**src/rtl/outport_pkg.sv**
```systemverilog
package outport_pkg;

   // Which register, if any, an access selects
   typedef enum logic [1:0] {
      SEL_NONE   = 2'd0,
      SEL_DATA   = 2'd1,
      SEL_SETCLR = 2'd2
   } reg_sel_e;

   // Next value of one output bit: load beats raise, raise beats lower
   function automatic logic next_bit(input logic cur, input logic ld, input logic ld_val,
                                     input logic raise, input logic lower);
      logic nv;
      if (ld)         nv = ld_val;
      else if (raise) nv = 1'b1;
      else if (lower) nv = 1'b0;
      else            nv = cur;
      return nv;
   endfunction

endpackage

```
**src/rtl/outport_decode.sv**
```systemverilog
module outport_decode
   import outport_pkg::*;
#(
   parameter int unsigned ADDR_W     = 12,
   parameter int unsigned DATA_OFS   = 32'h814,
   parameter int unsigned SETCLR_OFS = 32'h818
) (
   input  logic [ADDR_W-1:0] addr,
   output reg_sel_e          sel
);
   localparam logic [ADDR_W-1:0] DATA_A   = ADDR_W'(DATA_OFS);
   localparam logic [ADDR_W-1:0] SETCLR_A = ADDR_W'(SETCLR_OFS);

   always_comb begin
      if (addr == DATA_A)        sel = SEL_DATA;
      else if (addr == SETCLR_A) sel = SEL_SETCLR;
      else                       sel = SEL_NONE;
   end
endmodule

```
**src/rtl/outport_bit.sv**
```systemverilog
module outport_bit
   import outport_pkg::*;
(
   input  logic clk,
   input  logic rst,
   input  logic ld,
   input  logic ld_val,
   input  logic raise,
   input  logic lower,
   output logic q
);
   always_ff @(posedge clk) begin
      if (rst) q <= 1'b0;
      else     q <= next_bit(q, ld, ld_val, raise, lower);
   end

   // a raise request wins over a simultaneous lower request
   a_r6_raise_wins: assert property (@(posedge clk) disable iff (rst)
      (!ld && raise && lower) |=> q);
   // a lone lower request clears the bit
   a_r4_lower_clears: assert property (@(posedge clk) disable iff (rst)
      (!ld && !raise && lower) |=> !q);
   // no request keeps the bit
   a_r5_hold: assert property (@(posedge clk) disable iff (rst)
      (!ld && !raise && !lower) |=> $stable(q));
endmodule

```
**src/rtl/atomic_outport.sv**
```systemverilog
module atomic_outport
   import outport_pkg::*;
#(
   parameter int unsigned PORT_W     = 16,
   parameter int unsigned ADDR_W     = 12,
   parameter logic [15:0] PIN_MASK   = 16'hE07F,
   parameter int unsigned DATA_OFS   = 32'h814,
   parameter int unsigned SETCLR_OFS = 32'h818
) (
   input  logic                clk,
   input  logic                rst,
   input  logic [ADDR_W-1:0]   addr,
   input  logic                wr_en,
   input  logic [2*PORT_W-1:0] wr_data,
   input  logic                rd_en,
   output logic [2*PORT_W-1:0] rd_data,
   output logic [PORT_W-1:0]   pins
);
   localparam int unsigned BUS_W = 2 * PORT_W;
   localparam logic [PORT_W-1:0] MASK = PIN_MASK[PORT_W-1:0];

   // Elaboration-time parameter checks
   if (PORT_W < 1 || PORT_W > 16) begin : g_bad_width
      $error("PORT_W must lie in 1..16");
   end
   if (DATA_OFS == SETCLR_OFS) begin : g_bad_ofs
      $error("data and command word offsets must differ");
   end
   if (ADDR_W < 2 || ADDR_W > 31) begin : g_bad_aw
      $error("ADDR_W must lie in 2..31");
   end
   if ((DATA_OFS >> ADDR_W) != 0 || (SETCLR_OFS >> ADDR_W) != 0) begin : g_bad_fit
      $error("offsets must fit in ADDR_W bits");
   end

   reg_sel_e sel;

   outport_decode #(
      .ADDR_W    (ADDR_W),
      .DATA_OFS  (DATA_OFS),
      .SETCLR_OFS(SETCLR_OFS)
   ) u_decode (
      .addr(addr),
      .sel (sel)
   );

   logic                ld_stb;
   logic                cmd_stb;
   logic [PORT_W-1:0]   raise_v;
   logic [PORT_W-1:0]   lower_v;
   logic [PORT_W-1:0]   odr;

   assign ld_stb  = wr_en && (sel == SEL_DATA);
   assign cmd_stb = wr_en && (sel == SEL_SETCLR);
   assign raise_v = cmd_stb ? wr_data[PORT_W-1:0]     : '0;
   assign lower_v = cmd_stb ? wr_data[BUS_W-1:PORT_W] : '0;

   // One flop per built pin; unbuilt positions are tied low
   for (genvar i = 0; i < PORT_W; i++) begin : g_pin
      if (MASK[i]) begin : g_impl
         outport_bit u_bit (
            .clk   (clk),
            .rst   (rst),
            .ld    (ld_stb),
            .ld_val(wr_data[i]),
            .raise (raise_v[i]),
            .lower (lower_v[i]),
            .q     (odr[i])
         );
      end else begin : g_rsvd
         assign odr[i] = 1'b0;
      end
   end

   assign pins = odr;

   // Read path: only the data word returns content
   always_comb begin
      rd_data = '0;
      if (rd_en && sel == SEL_DATA) rd_data[PORT_W-1:0] = odr;
   end

   // unbuilt positions never drive a 1
   a_r8_rsvd_low: assert property (@(posedge clk) disable iff (rst)
      (pins & ~MASK) == '0);
   // raised built pins read 1 after the write
   a_r3_raise: assert property (@(posedge clk) disable iff (rst)
      cmd_stb |=> ((pins & $past(wr_data[PORT_W-1:0] & MASK)) == $past(wr_data[PORT_W-1:0] & MASK)));
   // lowered-only pins read 0 after the write
   a_r4_lower: assert property (@(posedge clk) disable iff (rst)
      cmd_stb |=> ((pins & $past(wr_data[BUS_W-1:PORT_W] & ~wr_data[PORT_W-1:0])) == '0));
   // pins not named by a command write keep their value
   a_r5_keep: assert property (@(posedge clk) disable iff (rst)
      cmd_stb |=> (((pins ^ $past(pins)) & ~$past(wr_data[PORT_W-1:0] | wr_data[BUS_W-1:PORT_W])) == '0));
   // command word reads as zero
   a_r7_cmd_reads_zero: assert property (@(posedge clk) disable iff (rst)
      (rd_en && sel == SEL_SETCLR) |-> (rd_data == '0));
   // writes elsewhere leave the pins alone
   a_r10_undef_write: assert property (@(posedge clk) disable iff (rst)
      (wr_en && sel == SEL_NONE) |=> $stable(pins));
   // data writes load the masked value
   a_r2_load: assert property (@(posedge clk) disable iff (rst)
      ld_stb |=> (pins == $past(wr_data[PORT_W-1:0] & MASK)));
endmodule

```
**config.mk**
```make
export PLATFORM = sky130hd
export DESIGN_NAME = atomic_outport
export DESIGN_NICKNAME = d
export VERILOG_FILES = /design/src/rtl/outport_pkg.sv /design/src/rtl/outport_decode.sv /design/src/rtl/outport_bit.sv /design/src/rtl/atomic_outport.sv
export SDC_FILE = /design/constraint.sdc
export NUM_CORES = 1
export LEC_CHECK = 0
export ABC_AREA = 1
export BUFFER_PORTS_ARGS = -buffer_cell sky130_fd_sc_hd__buf_2
export CAP_MARGIN = 30
export CORE_MARGIN = 10
export CORE_UTILIZATION = 38
export DETAILED_ROUTE_END_ITERATION = 16
export PLACE_DENSITY = 0.89
export SYNTH_ARGS = -nofsm -noshare
export SYNTH_HDL_FRONTEND = slang
export SYNTH_SLANG_ARGS = --single-unit
```
**constraint.sdc**
```tcl
create_clock -name clk -period 1.4 [get_ports clk]
set_input_delay 0.14 -clock clk [delete_from_list [all_inputs] [get_ports clk]]
set_output_delay 0.14 -clock clk [all_outputs]
set_load 0.01 [all_outputs]
```
==> flow_summary.ini <==
[power_and_ir_drop]
ir_drop_v = 0.000319
leakage_nw = 0.557
powerDensity_mw_per_mm2 = 475

[placement]
io_buffers = 55
numPlacedInstances = 219
hpwlAfterDp_um = 2440
gp_congestion = 0.696

[timing]
fmax_ghz = 0.772
finalMaxSlewViolations = 0
fin_skew_ns = 0
final_hold_viol_count = 0
final.setup.tns_ns = 0
fin_crit_ns = 1.29
setup_violations = 0
grt_setup_unrepaired = true
period_share_pct = 92.5

[setup_path]
worstReg2RegStart = g_pin[14].g_impl.u_bit.q
crit_path_start_kind = input port
setup.worst_path.class = input port to primary output
required_ns = 1.26
slowest_delay_ns = 0.23
cp.arrival_ns = 1.15
r2r_slack_ns = 0.74
critPathCaptureType = primary output
critPathBufInv = 2
regToRegEndpoint = g_pin[14].g_impl.u_bit.q
path_max_fanout = 10
cp_common_cell = buf_2
cp_cell_sequence = buf_2 > nor2_1 > nand2_2 > nor2_4 > nand3_4 > nor2_2 > buf_2
crit_family = simple AND/OR/NAND/NOR gates
crit_slowest_cell = nand3_4
rr_worst_depth = 2

[drt]
wl_um = 2730
firstDrtPassIters = 3
ant_nets = 0
viasPerCell = 4.11
drc = 0
wl_per_cell_um = 12.3
vias = 912
drt_iter0_drc = 12

[floorplanning]
die_h_um = 73.9
ios = 96
fp.coreArea_sq_mm = 0.00276
rows = 19
start_util_pct = 40.1
die_w_um = 73.9
die_area_sq_mm = 0.00546

[yosys]
post-synth-top-count-cell = buf_4
synth-edff-count = 0
avgSynthCellArea_sq_um = 7.78
synth-async-reset-ratio_pct = 0
yosys_most_used_dff = dfxtp_1
yosys-top-cells-count = 40 x buf_4, 13 x inv_1, 12 x nand2_1, 12 x nor2_2
synth_area_sq_mm = 0.00110
synth_top_cell_area_share_pct = 27.2
yosys_warnings = 0
synth.area.top_cells = buf_4 27%, dfxtp_1 18%, nand3_2 9.1%
synth_top_area_cell = buf_4
ys_ff_latch = 10
yosysSeqAreaShare_pct = 18.1
synth_cell_types = 19
synth_cells = 142

[finish]
seqCellArea_sq_um = 200
reg_top3 = g_pin.g_impl.u_bit.q: 10 flops
fillers = 303
regMostFlops = g_pin.g_impl.u_bit.q
antenna_cells = 0
multi_input_area_sq_um = 634
final_core_util_pct = 45.9
final_layout_size_suffix_gt1_share_pct = 56.5
layout.nets = 241
area_growth_pct = 14.5
largest_reg_flops = 10
finalNonFillerCells = 222

[clocking]
cts_max_path_buffers = 2
cts_hold_buf = 0
cts.sinks = 10
cts_buffers = 3
clock_latency_ns = 0.26
clkSlewWorstSetupHoldPaths_ns = 0.06
cts_tree = yes
h-tree-depth = 1
root_buffer = clkbuf_4

[grt]
antenna_found_initial = 0
grt_max_degree = 11
grt_pass1_wl_um = 4390
track_usage_pct = 9.85
first_global_vias = 1010
grt_overflow = 0

[flow_run]
cap_violations = 0

[status]
status = completed

[min_path]
min_to = g_pin[13].g_impl.u_bit.q
hold_class = input port to register
whs_path_depth = 3
min-delay-start = wr_data[13]
## worst min-delay path: cells and delay by family
kind                   cells  cell delay (ns)
AOI/OAI and AO/OA          1             0.04
buffers and inverters      1             0.10
and+or+nand+nor            1             0.07
## worst max-delay path by stage
stage | slack, ns | from | cells past startpoint | to
finish | 0.11 | addr[9] | 7 | rd_data[15]
floorplan | 0.32 | addr[9] | 6 | rd_data[0]
CTS | 0.06 | addr[9] | 7 | rd_data[15]
global route | -0.01 | addr[9] | 7 | rd_data[4]
global placement | 0.11 | addr[9] | 7 | rd_data[13]
detailed placement | 0.06 | addr[9] | 7 | rd_data[15]
## routing by layer
metal	part of all wire [%]	vias to the layer above	global-route usage [%]
li1	-	474	-
met2	51	43	17.4
met5	0	-	0
met4	1.3	0	4.97
met1	33	393	9.56
met3	15	2	4.17
## repair_timing
action / CTS / global route
gates resized for setup: 0 / 0
endpoints found under the setup margin: 0 / 3
setup buffers: 0 / 0
## layout by cell type, fill, tap and decap left out, drive strengths merged
cell type and instances:
a21oi 10, dfxtp 10, nand3b 1, nor2 17, nand2 15, nand3 22, inv 13, conb 28
buf 61, clkbuf 3, or2 11
## report_power, final
part	switching (mW)	internal [mW]	leakage (nW)
sequential	0.0000520	0.284	0.0805
clock	0.0917	0.0990	0.0138
combinational	0.0752	0.0503	0.463
total	0.167	0.434	0.557
## layout make-up
cell class	instances	share of cell area (%)
Multi-Input combinational cell	104	50.1
Timing Repair Buffer	61	25.3
Sequential cell	10	15.8
Inverter	13	3.86
Tap cell	31	3.07
Clock buffer	3	1.78
## metrics by stage
stage	hold slack, ns	setup slack, ns	power (mW)	area (sq um)
after floorplan	0.291	0.318	0.417	1210
after global placement	0.406	0.110	0.411	1240
after detailed placement	0.412	0.0634	0.413	1240
after CTS	0.135	0.0634	0.606	1260
after global routing	0.147	-0.0102	0.640	1260
final	0.140	0.105	0.601	1260
## cells by family after synthesis
family | after synthesis | synth area share, %
flops | 10 | 18.1
other cells | 1 | 0.339
compound gates | 10 | 7.93
buf+inv | 55 | 33.6
simple gates | 66 | 40.0
Power figures use the tool's default switching activity.
